===== config.mk =====
export PLATFORM = sky130hd
export DESIGN_NAME = rtc_bus_frontend
export DESIGN_NICKNAME = d
export VERILOG_FILES = /design/src/rtl/rtc_fe_pkg.sv /design/src/rtl/rtc_fe_ptr.sv /design/src/rtl/rtc_fe_regs.sv /design/src/rtl/rtc_bus_frontend.sv
export SDC_FILE = /design/constraint.sdc
export NUM_CORES = 1
export LEC_CHECK = 0
export ABC_CLOCK_PERIOD_IN_PS = 4500
export BUFFER_PORTS_ARGS = -buffer_cell sky130_fd_sc_hd__buf_2
export CORE_AREA = 2 2 165 167
export CTS_BUF_LIST = sky130_fd_sc_hd__clkbuf_4 sky130_fd_sc_hd__clkbuf_8
export DETAILED_ROUTE_END_ITERATION = 8
export DIE_AREA = 0 0 167 169
export MAX_ROUTING_LAYER = met4
export PLACE_DENSITY = 0.43
export SYNTH_ARGS = -nofsm -noshare
export SYNTH_HDL_FRONTEND = slang
export SYNTH_SLANG_ARGS = --single-unit
export TNS_END_PERCENT = 5

===== constraint.sdc =====
create_clock -name clk -period 4.5 [get_ports clk]
set_input_delay 0.45 -clock clk [delete_from_list [all_inputs] [get_ports clk]]
set_output_delay 0.45 -clock clk [all_outputs]
set_load 0.01 [all_outputs]

===== src/rtl/rtc_fe_pkg.sv =====
package rtc_fe_pkg;
  typedef enum logic [2:0] {
    OP_IDLE,
    OP_RD_START,
    OP_WR_START,
    OP_ADDR,
    OP_DATA,
    OP_TX
  } fe_op_t;
endpackage


===== src/rtl/rtc_fe_ptr.sv =====
module rtc_fe_ptr
  import rtc_fe_pkg::*;
#(
  parameter int NUM_REGS = 16,
  parameter int DW       = 8,
  parameter int FMT_W    = 4,
  localparam int PW      = $clog2(NUM_REGS)
) (
  input  logic          clk,
  input  logic          rst_n,
  input  logic          wr_start,
  input  logic          rd_start,
  input  logic          rx_valid,
  input  logic [DW-1:0] rx_byte,
  input  logic          tx_req,
  output logic [PW-1:0] ptr_q,
  output logic [FMT_W-1:0] fmt_q,
  output logic          pend_q,
  output logic          data_we,
  output logic          snap_en
);
  fe_op_t           op;
  logic [PW-1:0]    ptr_d;
  logic [FMT_W-1:0] fmt_d;
  logic             pend_d;

  // event decode, read start has priority over write start over bytes
  always_comb begin
    if (rd_start)               op = OP_RD_START;
    else if (wr_start)          op = OP_WR_START;
    else if (rx_valid && pend_q) op = OP_ADDR;
    else if (rx_valid)          op = OP_DATA;
    else if (tx_req)            op = OP_TX;
    else                        op = OP_IDLE;
  end

  always_comb begin
    ptr_d  = ptr_q;
    fmt_d  = fmt_q;
    pend_d = pend_q;
    unique case (op)
      OP_RD_START: begin
        ptr_d  = PW'(NUM_REGS - 1);
        pend_d = 1'b0;
      end
      OP_WR_START: pend_d = 1'b1;
      OP_ADDR: begin
        ptr_d  = rx_byte[DW-1 -: PW];
        fmt_d  = rx_byte[FMT_W-1:0];
        pend_d = 1'b0;
      end
      OP_DATA, OP_TX: ptr_d = ptr_q + PW'(1);
      default: ;
    endcase
  end

  assign data_we = (op == OP_DATA);
  assign snap_en = (op == OP_RD_START);

  always_ff @(posedge clk or negedge rst_n) begin
    if (!rst_n) begin
      ptr_q  <= '0;
      fmt_q  <= '0;
      pend_q <= 1'b0;
    end else begin
      ptr_q  <= ptr_d;
      fmt_q  <= fmt_d;
      pend_q <= pend_d;
    end
  end
endmodule


===== src/rtl/rtc_fe_regs.sv =====
module rtc_fe_regs #(
  parameter int NUM_REGS    = 16,
  parameter int DW          = 8,
  parameter int TIME_FIELDS = 7,
  localparam int PW         = $clog2(NUM_REGS)
) (
  input  logic                       clk,
  input  logic                       rst_n,
  input  logic                       snap_en,
  input  logic [TIME_FIELDS*DW-1:0]  time_now,
  input  logic                       gp_we,
  input  logic [PW-1:0]              ptr,
  input  logic [DW-1:0]              wdata,
  output logic [NUM_REGS-1:0][DW-1:0] regs_q
);
  logic [NUM_REGS-1:0][DW-1:0] regs_d;
  logic [NUM_REGS-1:0]         reg_en;

  for (genvar i = 0; i < NUM_REGS; i++) begin : g_ent
    if (i < TIME_FIELDS) begin : g_snap
      assign reg_en[i] = snap_en;
      assign regs_d[i] = time_now[i*DW +: DW];
    end else begin : g_gp
      assign reg_en[i] = gp_we && (ptr == PW'(i));
      assign regs_d[i] = wdata;
    end

    always_ff @(posedge clk or negedge rst_n) begin
      if (!rst_n)         regs_q[i] <= '0;
      else if (reg_en[i]) regs_q[i] <= regs_d[i];
    end
  end
endmodule


===== src/rtl/rtc_bus_frontend.sv =====
module rtc_bus_frontend #(
  parameter int         NUM_REGS    = 16,
  parameter int         DW          = 8,
  parameter int         TIME_FIELDS = 7,
  parameter int         FMT_W       = 4,
  parameter logic [6:0] BUS_ADDR    = 7'h32,
  localparam int        PW          = $clog2(NUM_REGS),
  localparam int        TIW         = $clog2(TIME_FIELDS)
) (
  input  logic                      clk,
  input  logic                      rst_n,
  input  logic                      wr_start,
  input  logic                      rd_start,
  input  logic                      rx_valid,
  input  logic [DW-1:0]             rx_byte,
  input  logic                      tx_req,
  output logic [DW-1:0]             tx_byte,
  output logic [FMT_W-1:0]          xfer_fmt,
  input  logic [TIME_FIELDS*DW-1:0] time_now,
  output logic                      time_wr_en,
  output logic [TIW-1:0]            time_wr_idx,
  output logic [DW-1:0]             time_wr_data,
  output logic [6:0]                dev_addr
);
  logic [PW-1:0]               ptr_q;
  logic                        pend_q;
  logic                        data_we;
  logic                        snap_en;
  logic                        in_time;
  logic [NUM_REGS-1:0][DW-1:0] regs_q;

  rtc_fe_ptr #(.NUM_REGS(NUM_REGS), .DW(DW), .FMT_W(FMT_W)) u_ptr (
    .clk(clk), .rst_n(rst_n), .wr_start(wr_start), .rd_start(rd_start),
    .rx_valid(rx_valid), .rx_byte(rx_byte), .tx_req(tx_req),
    .ptr_q(ptr_q), .fmt_q(xfer_fmt), .pend_q(pend_q),
    .data_we(data_we), .snap_en(snap_en)
  );

  assign in_time = (ptr_q < PW'(TIME_FIELDS));

  rtc_fe_regs #(.NUM_REGS(NUM_REGS), .DW(DW), .TIME_FIELDS(TIME_FIELDS)) u_regs (
    .clk(clk), .rst_n(rst_n), .snap_en(snap_en), .time_now(time_now),
    .gp_we(data_we && !in_time), .ptr(ptr_q), .wdata(rx_byte),
    .regs_q(regs_q)
  );

  assign time_wr_en   = data_we && in_time;
  assign time_wr_idx  = ptr_q[TIW-1:0];
  assign time_wr_data = rx_byte;
  assign tx_byte      = regs_q[ptr_q];
  assign dev_addr     = BUS_ADDR;
endmodule


Word-level counts from Yosys, hierarchy flattened
Index checks and enable logic that the tools add are counted.
- flip-flop bits (word level): 137
- input bits: 70
- output and inout bits: 31
- word-level logic and storage cells: 62
- $add $sub $neg: 1
- order comparisons: 2
- eq/ne operators: 14
- multiplexer cells: 9
- reductions and logical operators: 17
- operator list (kind ; count):
    $bmux 8 s4 ; 1
    $eq 4x4->1 const B ; 8
    $mux 3 ; 5
    $logic_and 1x1->1 ; 12
    $pmux 4 s3 ; 1
    $mux 8 ; 1
    $eq 3x2->1 const B ; 2
    $eq 3x3->1 const B ; 2
    $lt 4x5->1 const B ; 1
    $add 4x1->4 const B ; 1
    $eq 4x3->1 const B ; 1
    $lt 4x3->1 const B ; 1
    $reduce_or 2->1 ; 2
    $eq 3x1->1 const B ; 1
    $reduce_bool 3->1 ; 1
    $pmux 1 s2 ; 1
    $reduce_bool 2->1 ; 1
    $logic_not 1->1 ; 1

Logic depth before layout (Yosys ltp)
Gate-level depths: netlist of the first run.
- word-level depth: 8
- mapped depth: 8
- mapped depth without buffers: 4

Modules after synthesis
A second synthesis of the first run with hierarchy kept.
- cell total of the unflattened synthesis: 457
- area total of the unflattened synthesis: 6653.9 um2
- modules (own cells, without submodules) (module ; times used ; cells each ; area each (um2) ; seq. area each (um2)):
    rtc_fe_regs ; 1 ; 280 ; 4887.2 ; 3203.1
    rtc_bus_frontend ; 1 ; 125 ; 1222.4 ; 0.0
    rtc_fe_ptr ; 1 ; 52 ; 544.3 ; 225.2

Worst setup path after synthesis of the first run
Ideal clock, no wire load.
- path type: reg-to-output
- start point: reg u_ptr.ptr_q[0]
- end point: out tx_byte[2]
- arrival: 1660 ps
- data required time: 4050 ps
- setup slack: 2390 ps
- stages on the path, launching flop included: 6
- path buffers: 2
- cells stage by stage: dfrtp_1 > buf_2 > buf_2 > mux4_2 > o211ai_1 > nand2_1
- cells in the longest elaborated chain, start to end: 2
- ends and longest elaborated chain (what ; RTL line ; source):
    from (decl) ; rtc_fe_ptr.sv:16 ; output logic [PW-1:0] ptr_q,
    from (signal assigned) ; rtc_fe_ptr.sv:66 ; ptr_q <= ptr_d;
    $bmux 8 s4 ; rtc_bus_frontend.sv:50 ; assign tx_byte = regs_q[ptr_q];
    $mux 8 (not written as such) ; rtc_bus_frontend.sv:50 ;
    to (decl) ; rtc_bus_frontend.sv:17 ; output logic [DW-1:0] tx_byte,
Every way passes these cells. The select of a mux whose other input is x is not followed.

Worst setup path in the final report of the first run
- start point: reg u_ptr.ptr_q[0]
- end point: out tx_byte[4]
The elaborated chain is that of the path after synthesis.

==> summary.md, run 1 <==
| Metric | Value |
|---|---|
| Result of the run | `completed` |
| Average instance area after synthesis | `14.2 um^2` |
| Global-route congestion overflow total | `0` |
| Maximum capacitance violations | `0` |
| Final worst clock skew | `14.5 ps` |
| Total power per unit cell area | `424 nW/um^2` |
| Area of all placed cells without fillers | `7550 um^2` |
| Area added between synthesis and finish | `15.6%` |
| Number of gates resized after CTS | `0` |
| R2R depth | `5` |
| Number of search-and-repair iterations in the first detailed-routing pass | `4` |
| Drt drc | `0` |
| TritonCTS sink count | `137` |
| Worst-margin pin slew | `1120 ps` |
| Post-detailed-route wirelength per cell | `19.2 um` |
| Start of the worst register-to-register path | `u_ptr.ptr_q[0]$_DFFE_PN0P_` |
| Horizontal extent of the die | `167 um` |
| R2R Path End | `u_regs.regs_q[80]$_DFFE_PN0P_` |
| Clock input transition at the sequential cells of the worst setup and hold paths | `90 ps` |
| Vert. Die Dim | `169 um` |
| Startpoint type of the worst setup path | `register` |
| Ant diodes | `0` |
| Yosys warning total | `0` |
| Number of hold-repair buffers added at the cts stage | `0` |
| Final setup vio count | `0` |
| Worst supply voltage drop on vdd | `0.000141 V` |
| Crit path required time | `4050 ps` |
| Maximum frequency from static timing analysis | `313 MHz` |
| Final GP Congestion | `0.790` |
| Synthesized-area fraction occupied by and/or/nand/nor cells | `0.0389` |
| Vias per std cell | `4.51` |
| Detailed-placement wirelength estimate | `12.3 mm` |
| Total number of vias | `3981` |
| Mapped cell area | `6540 um^2` |
| Placement-stage cell area | `7210 um^2` |
| Synthesized flop and latch total | `137` |
| Total Neg Setup Slack | `0 ps` |
| Final design utilization | `0.285` |
| Count of unique library cells instantiated by Yosys | `35` |
| Area of the core region | `26500 um^2` |
| Source of the critical timing path | `u_ptr.ptr_q[0]$_DFFE_PN0P_` |
| Count of port buffers added during placement | `93` |
| Number of nets in the layout | `604` |
| Initial core utilization | `0.247` |
| H-tree depth reported by CTS | `4` |
| Unrepaired setup endpoints after global routing | `false` |
| Post-synthesis cell count | `459` |
| Source-to-sink clock delay at the later pin of the worst-skew pair | `450 ps` |
| Final critical path time including I/O delays and setup | `3200 ps` |
| Main combinational cell family by area after synthesis | `multiplexers` |
| Most used flip-flop cell after synthesis | `dfrtp_1` |
| Initial DRC count | `230` |
| Count of pins on the block boundary | `101` |
| Area enclosed by the die boundary | `28200 um^2` |
| Arr. time, crit path | `2750 ps` |
| Most common library cell in the layout ignoring fill and taps | `dfrtp_1` |
| Top cell type's share of synthesized area | `0.525` |
| Global-route wire length before repair | `27.0 mm` |
| CTS tree | `yes` |
| Most frequent cells in the layout | `136 x dfrtp_1, 129 x mux2_2, 92 x buf_2` |
| Period Utilization, post-route | `0.710` |
| Maximum clock path buffer count | `2` |
| Number of enable-type register cells in the synthesized netlist | `0` |
| Max-slew violation count | `0` |
| Post-synth top area cell | `dfrtp_1` |
| Critical Path Fanout Max | `23` |
| Fraction of layout cells with a size suffix above 1 | `0.526` |
| Xor/xnor cell area share of the yosys netlist | `0.00268` |
| Post-synthesis share of cell area spent on full adders, half adders and majority gates | `0.00766` |
| Final hold slack | `109 ps` |
| Hold violation count in the final report | `0` |
| Root buffer cell | `clkbuf_8` |
| Pin count of the biggest net entering global routing | `104` |
| Total of fill cells in the finished design | `2693` |
| Worst setup timing slack at the placement stage | `1740 ps` |
| Type of destination of the critical path | `output port` |
| Class of the tightest hold or removal check | `in2async` |
| Slew Limit Headroom | `0.248` |
| Minimum setup slack among reg-to-reg paths | `1980 ps` |
| # Post-CTS Setup Buffers | `0` |
| Async set or reset register ratio after synthesis | `1.00` |
| Total track usage | `0.130` |
| Static Leakage | `0.00356 uW` |
| Inserted Clock Buffers | `17` |
| Part of the Yosys area used for sequential elements | `0.525` |
| Final worst setup slack | `1300 ps` |
| Kind of critical path | `reg2out` |
| Via count of the first global-routing pass | `4500` |
| Number of nets with antenna violations after routing | `0` |
| Fraction of synthesized area in multiplexers | `0.332` |
| Top area cells in the synthesized netlist | `dfrtp_1 52%, mux2_2 22%, mux4_2 5.5%` |
| Number of rows in the core area | `60` |
| Compound-cell area share of the yosys netlist | `0.0452` |
| Initial antenna violation count | `0` |
| Total wire length | `16.9 mm` |
## sequential cells by signal, summed over array words and instances (netlist names)
register / flops
u_regs.regs_q: 128
u_ptr.fmt_q: 4
u_ptr.ptr_q: 4
u_ptr.pend_q: 1
## layer usage
metal / GRT usage / share of wire
met5: - / 0
met4: 0.0427 / 0.017
met3: 0.0283 / 0.035
met2: 0.216 / 0.51
met1: 0.157 / 0.44
## Yosys cell counts, types with 2 or more instances
cell,count
and3_1,5
nand2_1,11
nor2b_1,2
mux2_2,129
mux2i_1,32
a22oi_1,7
nor2_1,6
a21oi_1,5
ha_1,4
buf_1,10
a221oi_1,11
o211ai_1,7
conb_1,2
mux4_2,16
nand3_4,4
clkbuf_1,13
o21ai_0,8
buf_4,23
a211oi_1,2
mux2_1,3
dfrtp_1,137
buf_2,6
inv_1,4
## cells by family (layout without fill, tap and decap cells)
logic type      count (synthesis)  in the layout
compound gates                 42             42
xor+xnor                        2              2
fa+ha+maj                       4              4
buf+inv                        57            135
flops                         137            137
mux                           180            180
other cells                     2              7
simple gates                   35             35
## worst max-delay path by stage
stage	endpoint	depth (start not counted)
2_1_floorplan	tx_byte[2]	5
5_1_grt	tx_byte[1]	5
3_3_place_gp	tx_byte[4]	5
6_report	tx_byte[4]	5
4_1_cts	tx_byte[4]	5
3_5_place_dp	tx_byte[4]	5
## metrics by stage
| step | power (uW) | cells |
|---|---|---|
| floorplan | 2050 | 464 |
| global placement | 2320 | 852 |
| detailed placement | 2340 | 852 |
| CTS | 3260 | 883 |
| global route | 3390 | 883 |
| finish | 3200 | 883 |
## worst max-delay path, cell delays in order (launching register included)
cell and delay, ps:
dfrtp_2 890, buf_4 380, mux4_2 550, o211ai_1 200, nand2_1 110, buf_2 150
## where the power goes
group / switching (uW) / leakage [uW] / total [uW] / internal [uW]
Combinational: 344 / 0.00167 / 711 / 367
Clock: 507 / 0.000169 / 911 / 404
Sequential: 142 / 0.00172 / 1580 / 1440
## cell type report
| class | count | area, um^2 | share of cell area |
|---|---|---|---|
| tap | 341 | 427 | 0.0565 |
| sequential | 137 | 3430 | 0.454 |
| clock buffer | 19 | 255 | 0.0338 |
| clock inverter | 12 | 92.6 | 0.0123 |
| multi-input combinational | 270 | 2810 | 0.372 |
| timing repair buffer | 100 | 524 | 0.0694 |
| inverter | 4 | 15.0 | 0.00199 |
No activity file was read; power rests on OpenSTA's default activity.
==> run 2: changes to the inputs <==
--- a/config.mk
+++ b/config.mk
@@ -5,14 +5,14 @@
 export SDC_FILE = /design/constraint.sdc
 export NUM_CORES = 1
 export LEC_CHECK = 0
-export ABC_CLOCK_PERIOD_IN_PS = 4500
+export ABC_CLOCK_PERIOD_IN_PS = 2650
 export BUFFER_PORTS_ARGS = -buffer_cell sky130_fd_sc_hd__buf_2
 export CORE_AREA = 2 2 165 167
 export CTS_BUF_LIST = sky130_fd_sc_hd__clkbuf_4 sky130_fd_sc_hd__clkbuf_8
 export DETAILED_ROUTE_END_ITERATION = 8
 export DIE_AREA = 0 0 167 169
 export MAX_ROUTING_LAYER = met4
-export PLACE_DENSITY = 0.43
+export PLACE_DENSITY = 0.45
 export SYNTH_ARGS = -nofsm -noshare
 export SYNTH_HDL_FRONTEND = slang
 export SYNTH_SLANG_ARGS = --single-unit
==> constraint.sdc (replaced) <==
create_clock -name clk -period 2.65 [get_ports clk]
set_input_delay 0.265 -clock clk [delete_from_list [all_inputs] [get_ports clk]]
set_output_delay 0.265 -clock clk [all_outputs]
set_load 0.01 [all_outputs]
==> run 2 against run 1 <==
Sequential power is 68% higher. Combinational power is 84% higher. Clock-buffer cell count stayed put. First-iteration DRC count is 17% lower. Highest routed layer unchanged. Core utilization is 1.1 points higher. Via count is 0.83% higher. Non-clock buffer count is 19 higher. Power is 83% higher. Hold slack worse by 70 ps. Die area stayed put. Cell count is 2.3% higher.
==> summary.md, run 2 (synthesis gave the netlist of run 1 again) <==
| Metric | Value |
|---|---|
| Type of destination of the critical path | `output port` |
| Worst supply voltage drop on vdd | `0.000312 V` |
| Leading registers by flop count | `u_regs.regs_q (128), u_ptr.fmt_q (4), u_ptr.ptr_q (4)` |
| Global-route wire length before repair | `26.4 mm` |
| Crit path required time | `2380 ps` |
| Vias per std cell | `4.45` |
| Count of port buffers added during placement | `93` |
| Count of pins on the block boundary | `101` |
| Maximum frequency from static timing analysis | `395 MHz` |
| TritonCTS sink count | `137` |
| Most frequent cells in the layout | `136 x dfrtp_1, 129 x mux2_2, 92 x buf_2` |
| Startpoint type of the worst setup path | `register` |
| Worst-margin pin slew | `633 ps` |
| Pin count of the biggest net entering global routing | `67` |
| Post-detailed-route wirelength per cell | `18.6 um` |
| R2R depth | `4` |
| Area enclosed by the die boundary | `28200 um^2` |
| Maximum clock path buffer count | `2` |
| Critical Path Fanout Max | `21` |
| Arr. time, crit path | `2270 ps` |
| Initial core utilization | `0.247` |
| CTS tree | `yes` |
| Final setup vio count | `0` |
| Hold violation count in the final report | `0` |
| Static Leakage | `0.00371 uW` |
| Horizontal extent of the die | `167 um` |
| R2R Path End | `u_regs.regs_q[89]$_DFFE_PN0P_` |
| Final GP Congestion | `0.837` |
| Total track usage | `0.128` |
| Initial antenna violation count | `0` |
| Global-route congestion overflow total | `0` |
| Placement-stage cell area | `7340 um^2` |
| Drt drc | `0` |
| Total Neg Setup Slack | `0 ps` |
| Number of flip-flops under the largest register name | `128` |
| Overall Power | `5870 uW` |
| Class of the tightest hold or removal check | `in2reg` |
| Initial DRC count | `192` |
| Via count of the first global-routing pass | `4459` |
| Source-to-sink clock delay at the later pin of the worst-skew pair | `440 ps` |
| Total power per unit cell area | `749 nW/um^2` |
| Max-slew violation count | `0` |
| Total wire length | `16.8 mm` |
| Fraction of layout cells with a size suffix above 1 | `0.544` |
| Start of the worst register-to-register path | `u_ptr.pend_q$_DFFE_PN0P_` |
| Number of rows in the core area | `60` |
| Period Utilization, post-route | `0.956` |
| Number of search-and-repair iterations in the first detailed-routing pass | `4` |
| Final worst clock skew | `10.3 ps` |
| Inserted Clock Buffers | `17` |
| Slew Limit Headroom | `0.575` |
| Number of nets in the layout | `623` |
| Area of the core region | `26500 um^2` |
| Clock input transition at the sequential cells of the worst setup and hold paths | `90 ps` |
| Maximum capacitance violations | `0` |
| Number of nets with antenna violations after routing | `0` |
| H-tree depth reported by CTS | `4` |
| Vert. Die Dim | `169 um` |
| Result of the run | `completed` |
| Minimum setup slack among reg-to-reg paths | `420 ps` |
| Unrepaired setup endpoints after global routing | `false` |
| Kind of critical path | `reg2out` |
| Total number of vias | `4014` |
| Ant diodes | `0` |
| Final design utilization | `0.296` |
| Capture point of the worst path | `tx_byte[0]` |
| Detailed-placement wirelength estimate | `12.4 mm` |
| Root buffer cell | `clkbuf_8` |
| Source of the critical timing path | `u_ptr.ptr_q[0]$_DFFE_PN0P_` |
| Area added between synthesis and finish | `20.0%` |
| Final critical path time including I/O delays and setup | `2530 ps` |
| Most common library cell in the layout ignoring fill and taps | `dfrtp_1` |
| Area of all placed cells without fillers | `7840 um^2` |
| Register containing the most flip-flops in the final layout | `u_regs.regs_q` |
## run 2: worst min-delay path by stage
stage                     depth (start not counted)         start                            end  slack, ps
after floorplan                                   0         rst_n     u_ptr.fmt_q[0]$_DFFE_PN0N_        -30
after global placement                            1         rst_n  u_regs.regs_q[18]$_DFFE_PN0N_        300
after detailed placement                          1         rst_n  u_regs.regs_q[27]$_DFFE_PN0N_        310
after CTS                                         2  time_now[17]  u_regs.regs_q[17]$_DFFE_PN0N_          3
after global routing                              2  time_now[17]  u_regs.regs_q[17]$_DFFE_PN0N_          5
final                                             2  time_now[17]  u_regs.regs_q[17]$_DFFE_PN0N_         40
## run 2: power breakdown
part / switching [uW] / internal, uW
combinational: 640 / 672
sequential: 211 / 2450
clock: 845 / 1060
## run 2: layout make-up
type                            count  area, um^2
Fill cell                        2700       18700
Multi-Input combinational cell    270        2820
Clock buffer                       19         249
Sequential cell                   137        3430
Timing Repair Buffer              119         707
Clock inverter                     13         193
Inverter                            4        15.0
Tap cell                          341         427
## run 2: timing repair
item	CTS	global route
endpoints found under the hold margin	64	0
endpoints found under the setup margin	7	6
setup buffers	0	3
gates resized for setup	2	2
hold buffers	1	0
## run 2: routing by layer
metal / vias up / routed length (um) / global-route usage
met5: - / 0 / -
met4: 0 / 203 / 0.0409
met3: 12 / 567 / 0.0271
met2: 71 / 8560 / 0.210
met1: 2091 / 7460 / 0.158
li1: 1840 / - / -
## run 2: per-stage QoR
step	std cells	setup WS, ps	hold slack [ps]
2_1_floorplan	464	601	-30.6
3_3_place_gp	867	372	304
3_5_place_dp	867	432	312
4_1_cts	900	27.2	3.37
5_1_grt	903	5.09	4.59
6_report	903	116	39.2
## run 2: critical path, stage by stage, from the launching register on
cell	delay (ps)
dfrtp_4	530
buf_4	170
buf_12	170
mux2i_1	130
a221oi_1	390
o21ai_1	160
nand2_1	130
buf_2	150
